==> src/rtl/lock_pkg.sv <==
package lock_pkg;
    localparam int DIAL_W    = 6;
    localparam int NUM_STEPS = 3;
    localparam int STATE_W   = $clog2(NUM_STEPS + 1);

    typedef logic [STATE_W-1:0] state_t;

    typedef struct packed {
        state_t state;
        logic   open;
    } lock_regs_t;
endpackage

==> src/rtl/lock_step_match.sv <==
module lock_step_match #(
    parameter int                           DIAL_W    = lock_pkg::DIAL_W,
    parameter int                           NUM_STEPS = lock_pkg::NUM_STEPS,
    parameter logic [NUM_STEPS-1:0]         SEQ_DIR   = 3'b101,
    parameter logic [NUM_STEPS*DIAL_W-1:0]  SEQ_VAL   = {6'd3, 6'd22, 6'd13}
) (
    input  logic                 op_right,
    input  logic [DIAL_W-1:0]    op_value,
    output logic [NUM_STEPS-1:0] step_hit
);
    // One comparator per programmed step; step i occupies slice i of SEQ_VAL.
    for (genvar i = 0; i < NUM_STEPS; i++) begin : g_step
        assign step_hit[i] = (op_right == SEQ_DIR[i]) &&
                             (op_value == SEQ_VAL[i*DIAL_W +: DIAL_W]);
    end
endmodule

==> src/rtl/lock_next_state.sv <==
module lock_next_state #(
    parameter int NUM_STEPS = lock_pkg::NUM_STEPS,
    parameter int STATE_W   = lock_pkg::STATE_W
) (
    input  logic [STATE_W-1:0]   state_q,
    input  logic                 op_valid,
    input  logic                 relock,
    input  logic [NUM_STEPS-1:0] step_hit,
    output logic [STATE_W-1:0]   state_d
);
    localparam logic [STATE_W-1:0] OPEN_CODE = STATE_W'(NUM_STEPS);

    logic expected_hit;

    always_comb begin
        expected_hit = 1'b0;
        for (int i = 0; i < NUM_STEPS; i++) begin
            if (state_q == STATE_W'(i)) begin
                expected_hit = step_hit[i];
            end
        end
    end

    always_comb begin
        state_d = state_q;
        if (relock) begin
            state_d = '0;
        end else if (state_q == OPEN_CODE) begin
            state_d = state_q;
        end else if (op_valid) begin
            if (expected_hit) begin
                state_d = STATE_W'(state_q + 1'b1);
            end else if (step_hit[0]) begin
                state_d = STATE_W'(1);
            end else begin
                state_d = '0;
            end
        end
    end
endmodule

==> src/rtl/lock_seq_fsm.sv <==
module lock_seq_fsm #(
    parameter int                                        DIAL_W  = lock_pkg::DIAL_W,
    parameter logic [lock_pkg::NUM_STEPS-1:0]            SEQ_DIR = 3'b101,
    parameter logic [lock_pkg::NUM_STEPS*DIAL_W-1:0]     SEQ_VAL = {6'd3, 6'd22, 6'd13}
) (
    input  logic                         clk,
    input  logic                         rst,
    input  logic                         op_valid,
    input  logic                         op_right,
    input  logic [DIAL_W-1:0]            op_value,
    input  logic                         relock,
    output logic                         lock_open,
    output logic [lock_pkg::STATE_W-1:0] lock_state
);
    import lock_pkg::*;

    localparam state_t OPEN_CODE = STATE_W'(NUM_STEPS);

    logic [NUM_STEPS-1:0] step_hit;
    state_t               state_next;
    lock_regs_t           regs_d;
    lock_regs_t           regs_q;

    lock_step_match #(
        .DIAL_W    (DIAL_W),
        .NUM_STEPS (NUM_STEPS),
        .SEQ_DIR   (SEQ_DIR),
        .SEQ_VAL   (SEQ_VAL)
    ) u_match (
        .op_right (op_right),
        .op_value (op_value),
        .step_hit (step_hit)
    );

    lock_next_state #(
        .NUM_STEPS (NUM_STEPS),
        .STATE_W   (STATE_W)
    ) u_next (
        .state_q  (regs_q.state),
        .op_valid (op_valid),
        .relock   (relock),
        .step_hit (step_hit),
        .state_d  (state_next)
    );

    always_comb begin
        regs_d       = regs_q;
        regs_d.state = state_next;
        regs_d.open  = (state_next == OPEN_CODE);
    end

    always_ff @(posedge clk) begin
        if (rst) begin
            regs_q <= '0;
        end else begin
            regs_q <= regs_d;
        end
    end

    assign lock_open  = regs_q.open;
    assign lock_state = regs_q.state;
endmodule

==> config.mk <==
export PLATFORM = sky130hd
export DESIGN_NAME = lock_seq_fsm
export DESIGN_NICKNAME = d
export VERILOG_FILES = /design/src/rtl/lock_pkg.sv /design/src/rtl/lock_step_match.sv /design/src/rtl/lock_next_state.sv /design/src/rtl/lock_seq_fsm.sv
export SDC_FILE = /design/constraint.sdc
export NUM_CORES = 1
export LEC_CHECK = 0
export ABC_AREA = 1
export BUFFER_PORTS_ARGS = -buffer_cell sky130_fd_sc_hd__buf_2
export CORE_AREA = 2 2 39 41
export CTS_CLUSTER_SIZE = 12
export DETAILED_ROUTE_END_ITERATION = 8
export DIE_AREA = 0 0 41 43
export GPL_TIMING_DRIVEN = 0
export SKIP_CTS_REPAIR_TIMING = 1
export SLEW_MARGIN = 20
export SYNTH_ARGS = -nofsm -noshare
export SYNTH_HDL_FRONTEND = slang
export SYNTH_SLANG_ARGS = --single-unit
==> constraint.sdc <==
create_clock -name clk -period 1.48 [get_ports clk]
set_input_delay 0.296 -clock clk [delete_from_list [all_inputs] [get_ports clk]]
set_output_delay 0.296 -clock clk [all_outputs]
set_load 0.02 [all_outputs]
; Word level (Yosys, flattened, before mapping)
; Cells that the tools add are included.
[totals]
regBits = 3
word_cells = 23
[classes]
n_addsub = 1
n_eq_ne = 7
muxes = 8
n_bitwise = 1
reduce_logical = 4
[op_table]
columns = operator, n
row1 = two-way mux 2 bit, 4
row2 = == test 2 bit (second input constant), 3
row3 = == test 6 x 2 -> 1 bit (second input constant), 1
row4 = == test 6 x 4 -> 1 bit (second input constant), 1
row5 = == test 6 x 5 -> 1 bit (second input constant), 1
row6 = two-way mux 1 bit, 4
row7 = logical AND 1 bit, 3
row8 = adder 2 x 1 -> 2 bit (second input constant), 1
row9 = == test 2 x 1 -> 1 bit (second input constant), 1
row10 = logical NOT 2 bit, 1
row11 = inverter 1 bit, 1

; Depth between registers and ports, before layout
[depth]
word_depth = 10
ltp_mapped = 11

; Cells and area by module
; Synthesis repeated with hierarchy kept, for this count alone.
[unflattened]
hier_cells = 55
area_unflattened_um2 = 325.3
[modules_own_cells]
columns = mod, instances, cells_per_inst, area_each_um2, seq_area_each_um2
row1 = lock_next_state, 1, 25, 153.9, 0.0
row2 = lock_step_match, 1, 21, 86.3, 0.0
row3 = lock_seq_fsm, 1, 9, 85.1, 60.1

; Worst setup path before layout
; OpenSTA, ideal clock, no wires.
[synth_path]
path_kind = reg2reg
from = reg regs_q (netlist bit lock_state[1])
to = reg regs_q (netlist bit lock_open)
setup_time_ps = 112
arrival_ps = 1272
t_required_ps = 1368
path_slack_ps = 96
stages_incl_launch_ff = 11
n_path_buf = 0
path_cell_list = dfxtp_1 -> inv_1 -> ha_1 -> nor2_1 -> nand3_1 -> nand3_2 -> nand2_2 -> nand2_1 -> nand3_1 -> nand2_1 -> nor2_1
[synth_via]
elab_chain_len = 9
[synth_rtl]
columns = element, line_no
row1 = from (decl), lock_seq_fsm.sv:22  ; lock_regs_t regs_q;
row2 = from (signal assigned), lock_seq_fsm.sv:56  ; regs_q <= regs_d;
row3 = logical NOT 2 bit, lock_next_state.sv:18  ; if (state_q == STATE_W'(i)) begin
row4 = two-way mux 1 bit (3 in a row), lock_next_state.sv:18
row5 = two-way mux 2 bit, lock_next_state.sv:31  ; if (expected_hit) begin
row6 = two-way mux 2 bit, lock_next_state.sv:30  ; end else if (op_valid) begin
row7 = two-way mux 2 bit (*), lock_next_state.sv:28  ; end else if (state_q == OPEN_CODE) begin
row8 = two-way mux 2 bit (*), lock_next_state.sv:26  ; if (relock) begin
row9 = == test 2 bit (*), lock_seq_fsm.sv:49  ; regs_d.open = (state_next == OPEN_CODE);
; Every way passes the cells marked *; elsewhere a longest branch is shown, timed or not.
; A chain may end at the register's enable or synchronous reset.

; Worst setup path after layout
[layout_path]
from = reg regs_q (netlist bit lock_state[0])
to = reg regs_q (netlist bit lock_open)
; The elaborated chain is that of the path after synthesis.

==> metrics.md <==
| Metric | Value |
|---|---|
| Top-area cell type share of the netlist area | between 10% and 20% |
| Longest Clk Path Bufs | 2 |
| Most frequent cells in the layout | inv_1 (13), nand2_1 (13), buf_2 (13) |
| Least-Margin Pin Slew | 0.249 ns |
| Via count | 343 |
| PD cells | 604 nW/µm² |
| Average wire per standard cell | just over 7 µm |
| Critical path fanouts, max | 5 |
| Max VDD drop | 597 µV |
| WS Path Type | reg -> reg |
| DRT Pass-1 Iters | 2 |
| Die height | between 40 and 50 µm |
| Synthesized area | around 320 µm² |
| Worst setup SP type | flop |
| Ys Warns | 0 |
| Number of routed nets with antenna violations | 0 |
| LEAKAGE | about 0.25 nW |
| Worst-path clk slew | 0.04 ns |
| Setup TNS | 0 ns |
| Final hold violations | 0 |
| Initial drt markers | 3 |
| Final setup fails | 0 |
| Largest net degree at the start of global routing | 6 |
| Initial antenna violation count | 0 |
| First-pass GRT wire length | around 1000 µm |
| Total GRT Usage | 8.22% |
| Crit path time final | 1.31 ns |
| RePlAce Congestion | 0.684 |
| Row count | 14 |
| Count of state elements after synthesis | 3 |
| Clock Tree Root | clkbuf_4 |
| Final Max Tran Viols | 0 |
| Unrepaired setup endpoints after global routing | false |
| Max Fclk | 763 MHz |
| Crit path DAT | ~1.4 ns |
| CTS tree | built |
| Tcrit/Tclk final | 88.6% |
| Outcome | complete, no violations |
| Syn_nets | 69 |
| Post-synthesis sequential area ratio | 19.0% |
| Endpoint class of the critical path | flop |
| DPL Wire Length | about 520 µm |
| Fin Clk Skew | 0.00338 ns |
| Post-synthesis average cell area | slightly below 6 µm² |
| Final nets | 87 |
| Area leader, netlist | dfxtp_1 |
| Worst-Skew Late Latency | 0.23 ns |
| DRC Markers | 0 |
| Num CTS Buffers | 3 |
| Die ar. | 1760 µm² |
| Post-layout util | 31.3% |
| Io pins | 14 |
| CTS sink cnt | 3 |
| Max cap viols | 0 |
| H-tree levels | 1 |
| Hold crit path type | in -> reg |
| WP data required | 1.60 ns |
| Most area-consuming cells after synthesis | dfxtp_1 (19%), ha_1 (16%), inv_1 (15%), nand2_1 (15%), nor2_1 (12%) |
| Die width | 41 µm |
| Slew headroom | 83.3% |
| Post-synthesis cell type count | 12 |
| Vias in the first global route | 268 |
| Initial Util | a little under a quarter |
| Diode count | 0 |
| Post-synthesis cell count | 54 |
| Via density | roughly 3.9 |
| Overflow after GRT | 0 |
| Total wire length | between 600 and 700 µm |
| Core region area | 1380 µm² |
| Share of cells above drive strength 1 | between 30 and 40% |
| Area grow syn2layout | 36.8% |
| # port buffers | 13 |
[logic make-up (layout without fill, tap and decap cells)]
group | after synthesis | in the layout | synth area share (%)
buf+inv | 13 | 30 | 15.4
simple gates | 30 | 30 | 41.1
fa+ha+maj | 4 | 4 | 15.8
flops | 3 | 3 | 19.0
compound gates | 4 | 4 | 8.70
[routing by layer]
layer | wire length [µm] | GRT usage [%]
met5 | 0 | 0
met4 | 0 | 2.00
met3 | 51 | 3.66
met2 | 277 | 13.1
met1 | 300 | 9.58
[area by class of cell]
class                      instances  area (µm²)
sequential                         3        65.1
multi-input combinational         38         208
clock buffer                       4        26.3
fill                             161         951
timing repair buffer              13        65.1
inverter                          13        48.8
tap                               16        20.0
[sequential cells by signal (all words and copies together), names as in the netlist]
| signal | cells |
|---|---|
| lock_open | 1 |
| lock_state | 2 |
[synth_stat cells]
cell type  count
inv_1         13
nand2_1       13
nor2_1        10
ha_1           4
dfxtp_1        3
nand3_1        3
o21ai_0        2
o21ai_2        2
nand2_2        1
nand3_2        1
nand4_1        1
nor4_1         1
[stage by stage]
step / setup WS [ns] / total power, W / instances / instance area (µm²) / hold WS [ns]
after floorplan: 0.0960 / 0.000106 / 54 / 317 / 0.368
after global placement: 0.121 / 0.000125 / 83 / 402 / 0.474
after detailed placement: 0.0936 / 0.000126 / 83 / 402 / 0.474
after CTS: 0.0720 / 0.000272 / 87 / 428 / 0.235
after global routing: 0.00594 / 0.000288 / 87 / 433 / 0.228
final: 0.169 / 0.000261 / 87 / 433 / 0.237
[critical path, cell delays in order, from the launching register on]
cell and delay, ns:
dfxtp_4 0.35, inv_1 0.10, ha_1 0.15, inv_1 0.03, nor2_1 0.08, nand3_1 0.10, nand3_2 0.08, nand2_2 0.06
nand2_1 0.06, nand3_1 0.06, nand2_1 0.08, nor2_1 0.04
[power breakdown]
part / internal [W] / switching (W)
Clock: 0.000101 / 0.0000376
Combinational: 0.0000180 / 0.0000230
Sequential: 0.0000810 / 0.00000124
[path summary, 6_finish.rpt]
kind                               startpoint             to  slack [ns]  cells past startpoint
worst max-delay path            lock_state[0]      lock_open        0.17                     11
worst min-delay path                      rst  lock_state[1]        0.24                      2
worst max register to register  lock_state[0]      lock_open        0.17                     11
worst min register to register  lock_state[1]  lock_state[1]        0.64                      4
No activity file was read; power rests on OpenSTA's default activity.
